File: src/rtl/fe_cmd_pkg.sv
package fe_cmd_pkg;
  // Strobes from the sequencer to the shift datapath
  typedef struct packed {
    logic load;       // take a new command
    logic shiftTx;    // advance to next command bit
    logic capture;    // shift one return bit in
    logic finish;     // publish readback word
    logic sendPhase;  // command bits are on the line
  } strobe_t;
endpackage

File: src/rtl/fe_cmd_ctrl.sv
module fe_cmd_ctrl
  import fe_cmd_pkg::*;
#(
  parameter int FRAME_W   = 27,
  parameter int READ_W    = 16,
  parameter int PHASE_CYC = 4
) (
  input  logic    clk,
  input  logic    rst,
  input  logic    cmdValid,
  output logic    cmdReady,
  output logic    sclk,
  output strobe_t strobe
);
  localparam int PH_W  = $clog2(PHASE_CYC);
  localparam int CNT_W = $clog2((FRAME_W > READ_W) ? FRAME_W : READ_W);
  localparam int HALF  = PHASE_CYC / 2;
  localparam logic [PH_W-1:0]  PH_LAST   = PH_W'(PHASE_CYC - 1);
  localparam logic [PH_W-1:0]  PH_SAMPLE = PH_W'(HALF - 1);
  localparam logic [PH_W-1:0]  PH_HIGH   = PH_W'(HALF);
  localparam logic [CNT_W-1:0] TX_LAST   = CNT_W'(FRAME_W - 1);
  localparam logic [CNT_W-1:0] RX_LAST   = CNT_W'(READ_W - 1);

  typedef enum logic [1:0] {S_IDLE, S_SEND, S_READ} state_t;

  state_t          state;
  logic [PH_W-1:0] phase;
  logic [CNT_W-1:0] bitCnt;
  logic            phaseEnd;

  assign phaseEnd = (phase == PH_LAST);
  assign cmdReady = (state == S_IDLE);
  assign sclk     = (state != S_IDLE) && (phase >= PH_HIGH);

  always_comb begin
    strobe           = '0;
    strobe.load      = (state == S_IDLE) && cmdValid;
    strobe.shiftTx   = (state == S_SEND) && phaseEnd && (bitCnt != TX_LAST);
    strobe.capture   = (state == S_READ) && (phase == PH_SAMPLE);
    strobe.finish    = (state == S_READ) && phaseEnd && (bitCnt == RX_LAST);
    strobe.sendPhase = (state == S_SEND);
  end

  always_ff @(posedge clk) begin
    if (rst) begin
      state  <= S_IDLE;
      phase  <= '0;
      bitCnt <= '0;
    end else begin
      case (state)
        S_IDLE: begin
          phase  <= '0;
          bitCnt <= '0;
          if (cmdValid) state <= S_SEND;
        end
        S_SEND: begin
          phase <= phaseEnd ? '0 : phase + 1'b1;
          if (phaseEnd) begin
            if (bitCnt == TX_LAST) begin
              state  <= S_READ;
              bitCnt <= '0;
            end else begin
              bitCnt <= bitCnt + 1'b1;
            end
          end
        end
        S_READ: begin
          phase <= phaseEnd ? '0 : phase + 1'b1;
          if (phaseEnd) begin
            if (bitCnt == RX_LAST) state <= S_IDLE;
            else bitCnt <= bitCnt + 1'b1;
          end
        end
        default: state <= S_IDLE;
      endcase
    end
  end

  AST_ACCEPT_BUSY: assert property (@(posedge clk) disable iff (rst)
    (cmdValid && cmdReady) |=> !cmdReady);
  AST_SCLK_IDLE: assert property (@(posedge clk) disable iff (rst)
    cmdReady |-> !sclk);
endmodule

File: src/rtl/fe_cmd_datapath.sv
module fe_cmd_datapath
  import fe_cmd_pkg::*;
#(
  parameter int ADDR_W = 5,
  parameter int REG_W  = 4,
  parameter int DATA_W = 16
) (
  input  logic              clk,
  input  logic              rst,
  input  strobe_t           strobe,
  input  logic [ADDR_W-1:0] cmdAddr,
  input  logic              cmdRead,
  input  logic [REG_W-1:0]  cmdReg,
  input  logic [DATA_W-1:0] cmdData,
  input  logic              fixParity,
  input  logic              sdi,
  output logic              sdo,
  output logic [DATA_W-1:0] rdData,
  output logic              rdDone
);
  localparam int LOW_W   = ADDR_W + 1 + REG_W + DATA_W - 1;
  localparam int FRAME_W = LOW_W + 2;

  logic [LOW_W-1:0]   lowFields;
  logic               dataTop;
  logic [FRAME_W-2:0] body;
  logic [FRAME_W-1:0] txShift;
  logic [DATA_W-1:0]  rxShift;
  logic               fixLatched;

  // Fields other than data bit 15
  assign lowFields = {cmdAddr, cmdRead, cmdReg, cmdData[DATA_W-2:0]};
  assign dataTop   = fixParity ? ~^lowFields : cmdData[DATA_W-1];
  assign body      = {cmdAddr, cmdRead, cmdReg, dataTop, cmdData[DATA_W-2:0]};
  assign sdo       = strobe.sendPhase & txShift[FRAME_W-1];

  always_ff @(posedge clk) begin
    if (rst) begin
      txShift    <= '0;
      rxShift    <= '0;
      fixLatched <= 1'b0;
      rdData     <= '0;
      rdDone     <= 1'b0;
    end else begin
      rdDone <= strobe.finish;
      if (strobe.load) begin
        txShift    <= {body, ~^body};
        fixLatched <= fixParity;
      end else if (strobe.shiftTx) begin
        txShift <= {txShift[FRAME_W-2:0], 1'b0};
      end
      if (strobe.capture) rxShift <= {rxShift[DATA_W-2:0], sdi};
      if (strobe.finish)
        rdData <= fixLatched ? {1'b0, rxShift[DATA_W-2:0]} : rxShift;
    end
  end

  AST_FIX_PARITY: assert property (@(posedge clk) disable iff (rst)
    (strobe.load && fixParity) |=> !txShift[0]);
  AST_DONE_PULSE: assert property (@(posedge clk) disable iff (rst)
    rdDone |=> !rdDone);
  AST_RDATA_MASK: assert property (@(posedge clk) disable iff (rst)
    (rdDone && fixLatched) |-> !rdData[DATA_W-1]);
endmodule

File: src/rtl/fe_cmd_shifter.sv
module fe_cmd_shifter
  import fe_cmd_pkg::*;
#(
  parameter int ADDR_W    = 5,
  parameter int REG_W     = 4,
  parameter int DATA_W    = 16,
  parameter int PHASE_CYC = 4
) (
  input  logic              clk,
  input  logic              rst,
  input  logic              cmdValid,
  output logic              cmdReady,
  input  logic [ADDR_W-1:0] cmdAddr,
  input  logic              cmdRead,
  input  logic [REG_W-1:0]  cmdReg,
  input  logic [DATA_W-1:0] cmdData,
  input  logic              fixParity,
  output logic              sclk,
  output logic              sdo,
  input  logic              sdi,
  output logic [DATA_W-1:0] rdData,
  output logic              rdDone
);
  localparam int FRAME_W = ADDR_W + 1 + REG_W + DATA_W + 1;

  strobe_t strobe;

  fe_cmd_ctrl #(
    .FRAME_W(FRAME_W), .READ_W(DATA_W), .PHASE_CYC(PHASE_CYC)
  ) u_ctrl (
    .clk(clk), .rst(rst), .cmdValid(cmdValid), .cmdReady(cmdReady),
    .sclk(sclk), .strobe(strobe)
  );

  fe_cmd_datapath #(
    .ADDR_W(ADDR_W), .REG_W(REG_W), .DATA_W(DATA_W)
  ) u_dp (
    .clk(clk), .rst(rst), .strobe(strobe), .cmdAddr(cmdAddr),
    .cmdRead(cmdRead), .cmdReg(cmdReg), .cmdData(cmdData),
    .fixParity(fixParity), .sdi(sdi), .sdo(sdo), .rdData(rdData),
    .rdDone(rdDone)
  );

  AST_SDO_STABLE_HIGH: assert property (@(posedge clk) disable iff (rst)
    sclk |-> $stable(sdo));
  AST_SDO_QUIET_IDLE: assert property (@(posedge clk) disable iff (rst)
    cmdReady |-> !sdo);
endmodule

File: config.mk
export PLATFORM = sky130hd
export DESIGN_NAME = fe_cmd_shifter
export DESIGN_NICKNAME = d
export VERILOG_FILES = /design/src/rtl/fe_cmd_pkg.sv /design/src/rtl/fe_cmd_ctrl.sv /design/src/rtl/fe_cmd_datapath.sv /design/src/rtl/fe_cmd_shifter.sv
export SDC_FILE = /design/constraint.sdc
export NUM_CORES = 1
export LEC_CHECK = 0
export BUFFER_PORTS_ARGS = -buffer_cell sky130_fd_sc_hd__buf_2
export CORE_ASPECT_RATIO = 1.5
export CORE_MARGIN = 4
export CORE_UTILIZATION = 50
export DETAILED_ROUTE_END_ITERATION = 10
export PLACE_DENSITY = 0.75
export SYNTH_ARGS = -nofsm -noshare
export SYNTH_HDL_FRONTEND = slang
export SYNTH_SLANG_ARGS = --single-unit
File: constraint.sdc
create_clock -name clk -period 2.15 [get_ports clk]
set_clock_uncertainty 0.15 [all_clocks]
set_input_delay 0 -clock clk [delete_from_list [all_inputs] [get_ports clk]]
set_output_delay 0 -clock clk [all_outputs]
set_load 0.1 [all_outputs]
After elaboration in Yosys (flattened, before gate mapping). Cells that the tools add are included. W data, S select, Z words.

Word-level logic and storage cells: 59. Register bits after elaboration: 70. Output and inout bits: 20.

Muxes and demuxes: 17. Reductions and logical operators: 17. Order comparisons: 1. Equality and inequality tests: 13. Bitwise gates (word level): 1. Add/sub/neg operators: 2.

Operators with widths (count): $mux W27 (2); $reduce_xnor A26 Y1 (1); $reduce_xnor A25 Y1 (1); $mux W5 (4); $mux W16 (1); $pmux W5 S3 (1); $mux W2 (6); $ne A2 B2 Y1 const B (5); $logic_and A1 B1 Y1 (7); $pmux W2 S3 (1); $reduce_bool A2 Y1 (3); $add A5 B1 Y5 const B (1); $eq A5 B4 Y1 const B (1); $eq A5 B5 Y1 const B (1); $ne A5 B5 Y1 const B (1); $reduce_and A5 Y1 (1); $eq A2 B1 Y1 const B (2); $eq A2 B2 Y1 const B (2); $pmux W2 S2 (1); $reduce_and A4 Y1 (1); $reduce_bool A3 Y1 (1); $add A2 B1 Y2 const B (1); $ge A2 B2 Y1 const B (1); $logic_not A2 Y1 (1); 4 further kinds (4).

Logic depth before layout (Yosys ltp).
Depth in word-level cells: 5. Mapped depth: 9. Depth with buffers taken out: 9.

Hierarchy. Synthesis repeated with hierarchy kept, for this count alone.

Cell total of the unflattened synthesis: 359. Area total of the unflattened synthesis: 3274.4 um2.

Modules (own cells, without submodules): fe_cmd_datapath (area an instance 2642.5 um2, seq. area each 1221.2 um2, cells an instance 283, times used 1); fe_cmd_ctrl (area an instance 631.9 um2, seq. area each 180.2 um2, cells an instance 76, times used 1).

Worst setup path before layout. OpenSTA, ideal clock, no wires.

Path type: reg-to-output. From: reg u_ctrl.state[0]. To: out sclk. Arrival time: 2432 ps. Setup slack: -432 ps. Stages on the path, launching flop included: 4. Cell sequence: dfxtp_1 inv_1 ha_1 nor2_1.

Cells in the longest elaborated chain, start to end: 2.

Ends and longest elaborated chain: start: declaration (line fe_cmd_ctrl.sv:26) `state_t state;`; start signal: assignment (line fe_cmd_ctrl.sv:46) `state <= S_IDLE;`; start signal: assignment (line fe_cmd_ctrl.sv:54) `if (cmdValid) state <= S_SEND;`; start signal: assignment (line fe_cmd_ctrl.sv:60) `state <= S_READ;`; $reduce_bool A2 Y1 (line fe_cmd_ctrl.sv:33) `assign sclk = (state != S_IDLE) && (phase >= PH_HIGH);`; $logic_and A1 B1 Y1 (line fe_cmd_ctrl.sv:33); end: declaration (line fe_cmd_shifter.sv:18) `output logic sclk,`.

Every way passes these cells.

Worst setup path in the final report.
From: in cmdAddr[3]. To: reg u_dp.txShift[0].

Cells in the longest elaborated chain, start to end: 4.

Ends and longest elaborated chain: start: declaration (line fe_cmd_shifter.sv:13) `input logic [ADDR_W-1:0] cmdAddr,`; $reduce_xnor A25 Y1 (line fe_cmd_datapath.sv:33) `assign dataTop = fixParity ? ~^lowFields : cmdData[DATA_W-1];`; $mux W1 (line fe_cmd_datapath.sv:33); $reduce_xnor A26 Y1 * (line fe_cmd_datapath.sv:47) `txShift <= {body, ~^body};`; $mux W27 * (line fe_cmd_datapath.sv:46) `if (strobe.load) begin`; end signal: assignment (line fe_cmd_datapath.sv:47); end signal: assignment (line fe_cmd_datapath.sv:50) `txShift <= {txShift[FRAME_W-2:0], 1'b0};`; end: declaration (line fe_cmd_datapath.sv:27) `logic [FRAME_W-1:0] txShift;`.

Every way passes the cells marked *; elsewhere a longest branch is shown, timed or not. A chain may end at the register's enable or synchronous reset.

==> flow_metrics.env <==
export IMPL_gp_congestion=0.746
export IMPL_synth_cells=392
export IMPL_cts_buffer_depth=2
export IMPL_grt_pass1_wl_um=11800
export IMPL_die_y_um=105
export IMPL_crit_type="primary input to register"
export IMPL_ys_flop_type="dfxtp_1"
export IMPL_insertedDiodeCount=0
export IMPL_synth_area_leader_cell="dfxtp_1"
export IMPL_grt_remaining_overflow=0
export IMPL_cap_violations=0
export IMPL_yosysSeqAreaShare=0.448
export IMPL_drt_total_wl_um=6930
export IMPL_first_global_vias=2667
export IMPL_p_leak_nw=1.57
export IMPL_drive_gt1_frac=0.176
export IMPL_max_slew_margin=0.650
export IMPL_synth_top_area_share=0.448
export IMPL_htree_levels=3
export IMPL_clock_sinks=70
export IMPL_yosys_register_bits=70
export IMPL_crit_path_max_fanout=2
export IMPL_synth_top_family_by_area="simple AND/OR/NAND/NOR gates"
export IMPL_period_share=0.945
export IMPL_syn_area_per_cell_um2=7.97
export IMPL_holdCritPathClass="primary input to register"
export IMPL_synthTopCellsByArea="dfxtp_1 (45%), nand2_1 (15%), a311oi_1 (7.0%)"
export IMPL_fin_setup_tns_ns=0
export IMPL_final_antenna_net_count=0
export IMPL_syn_area_um2=3130
export IMPL_dr_pass1_iters=4
export IMPL_peakVddDrop_mv=0.548
export IMPL_start_kind="primary input"
export IMPL_dieArea_um2=7610
export IMPL_worst_setup_path_end_kind="register"
export IMPL_vias=2809
export IMPL_worstMarginPinSlew_ns=0.525
export IMPL_track_usage=0.195
export IMPL_cts_setup_buffers=0
export IMPL_post_dp_hpwl_um=4330
export IMPL_io_pins=51
export IMPL_dieWidth_um=72.6
export IMPL_initial_core_util=0.510
export IMPL_cts_buffers=9
export IMPL_fmax_mhz=492
export IMPL_synth_compound_area_frac=0.155
export IMPL_grt_antenna_before_repair=0
export IMPL_async_flop_share=0
export IMPL_yosysUniqueCellTypes=31
export IMPL_drt_iter0_drc=151
export IMPL_synthMuxAreaShare=0.00641
export IMPL_cts_tree="built"
export IMPL_core_um2=6130
export IMPL_cp_arrival_ns=2.17
export IMPL_yosysWarnings=0
export IMPL_yosys_area_share_adder=0.0400
export IMPL_portBuffers=50
export IMPL_floorplan_rows=35
export IMPL_p_total_mw=3.86
export IMPL_layout_nets=507
export IMPL_drc_errors=0
export IMPL_finalHoldViolations=0
export IMPL_rsz0062_at_grt="no"
export IMPL_period_minus_slack_ns=2.03
export IMPL_clkTransAtPathRegs_ns=0.07
export IMPL_grt_start_max_net_pins=51
export IMPL_post_route_util=0.650
export IMPL_clock_latency_ns=0.35
export IMPL_synth_edf_count=0
export IMPL_power_density_nw_per_um2=970
export IMPL_syn_to_final_growth_pct=27.5
export IMPL_synth_xor_area_frac=0.0845
export IMPL_setup_violations=0
export IMPL_required_ns=2.29
export IMPL_root_buffer="clkbuf_8"
export IMPL_report_final_slew_viol_count=0
export IMPL_synth_nets=433
export IMPL_outcome="finished, final reports clean"
export IMPL_post_drt_wl_per_cell_um=12.7
export IMPL_synth_simple_area_share=0.223
export IMPL_viasPerCell=5.15
## what timing repair did
| action | CTS | global route |
|---|---|---|
| gates resized for setup | 0 | 6 |
| hold buffers | 31 | 0 |
| endpoints found under the hold margin | 30 | 0 |
| setup endpoints to repair | 0 | 11 |
## cells in the mapped netlist, types with 3 or more instances
master / instances
a21oi_1: 37
a311oi_1: 25
and2_1: 3
clkbuf_1: 25
dfxtp_1: 70
ha_1: 10
inv_1: 10
nand2_1: 122
nor2_1: 41
xnor2_1: 18
xor2_1: 5
## cell type report
| cell class | instances | area, µm² |
|---|---|---|
| fillers | 525 | 2150 |
| multi-input cells | 286 | 1620 |
| flip-flops and latches | 70 | 1400 |
| repair buffers | 89 | 649 |
| clock buffers | 10 | 138 |
| well taps | 74 | 92.6 |
| clock inverters | 6 | 46.3 |
| inverters | 10 | 37.5 |
## metrics by stage
stage	hold WS, ns	std cells	setup slack (ns)	instance area, µm²
floorplan	-0.0509	392	0.121	3140
global placement	0.0975	498	0.247	3470
detailed placement	0.0998	498	0.179	3470
CTS	0.240	545	0.0795	3970
global route	0.306	545	0.0341	3980
finish	0.254	545	0.118	3980
## layout by cell type (no fill, tap or decap), drive strengths merged, types with 3 or more instances in the layout
| cell | Yosys | routed |
|---|---|---|
| inv | 10 | 11 |
| ha | 10 | 10 |
| clkinv | 0 | 3 |
| and2 | 3 | 3 |
| a311oi | 25 | 25 |
| a21oi | 37 | 37 |
| dlygate4sd3 | 0 | 31 |
| clkbuf | 25 | 10 |
| nor2 | 41 | 41 |
| xnor2 | 19 | 19 |
| dfxtp | 70 | 70 |
| buf | 1 | 58 |
| nand2 | 122 | 122 |
| xor2 | 5 | 5 |
## cell families after synthesis
logic type | after synthesis
and+or+nand+nor | 176
AOI/OAI and AO/OA | 72
DFF | 70
buffers and inverters | 36
xor gates and xnor gates | 26
adders and majority gates | 10
muxes | 2
## critical path, stage by stage
cell and delay (ns):
buf_2 0.11, xnor2_1 0.23, xnor2_1 0.21, xnor3_1 0.47, xnor3_2 0.25, xnor2_1 0.14
o41ai_2 0.19, dlygate4sd3_1 0.58
## per-layer routing
| metal | track usage | vias up | wire length (µm) |
|---|---|---|---|
| met3 | 0.0452 | 10 | 355 |
| met5 | 0 | - | 0 |
| met1 | 0.225 | 1277 | 2940 |
| met4 | 0.0778 | 0 | 109 |
| li1 | - | 1451 | - |
| met2 | 0.336 | 71 | 3530 |
## report_power, final
| group | internal, mW | leakage [nW] | switching, mW | total (mW) |
|---|---|---|---|---|
| sequential | 1.51 | 0.571 | 0.134 | 1.65 |
| combinational | 0.538 | 0.913 | 0.719 | 1.26 |
| clock | 0.455 | 0.0889 | 0.507 | 0.961 |
## path summary, 6_finish.rpt
check,from,endpoint,slack (ns),depth (start not counted)
max,cmdAddr[3],u_dp.txShift[0],0.12,8
min,cmdData[9],u_dp.txShift[16],0.25,6
max reg2reg,u_ctrl.state[0],u_dp.txShift[0],0.15,6
min reg2reg,u_dp.rdData[12],u_dp.rdData[12],0.30,2
## state kept, by name (all words and copies together), names as in the netlist
signal	count
u_dp.rdDone	1
u_dp.fixLatched	1
u_dp.rxShift	16
u_ctrl.state	2
u_ctrl.phase	2
u_dp.rdData	16
u_ctrl.bitCnt	5
u_dp.txShift	27
No activity file was read; power rests on OpenSTA's default activity.
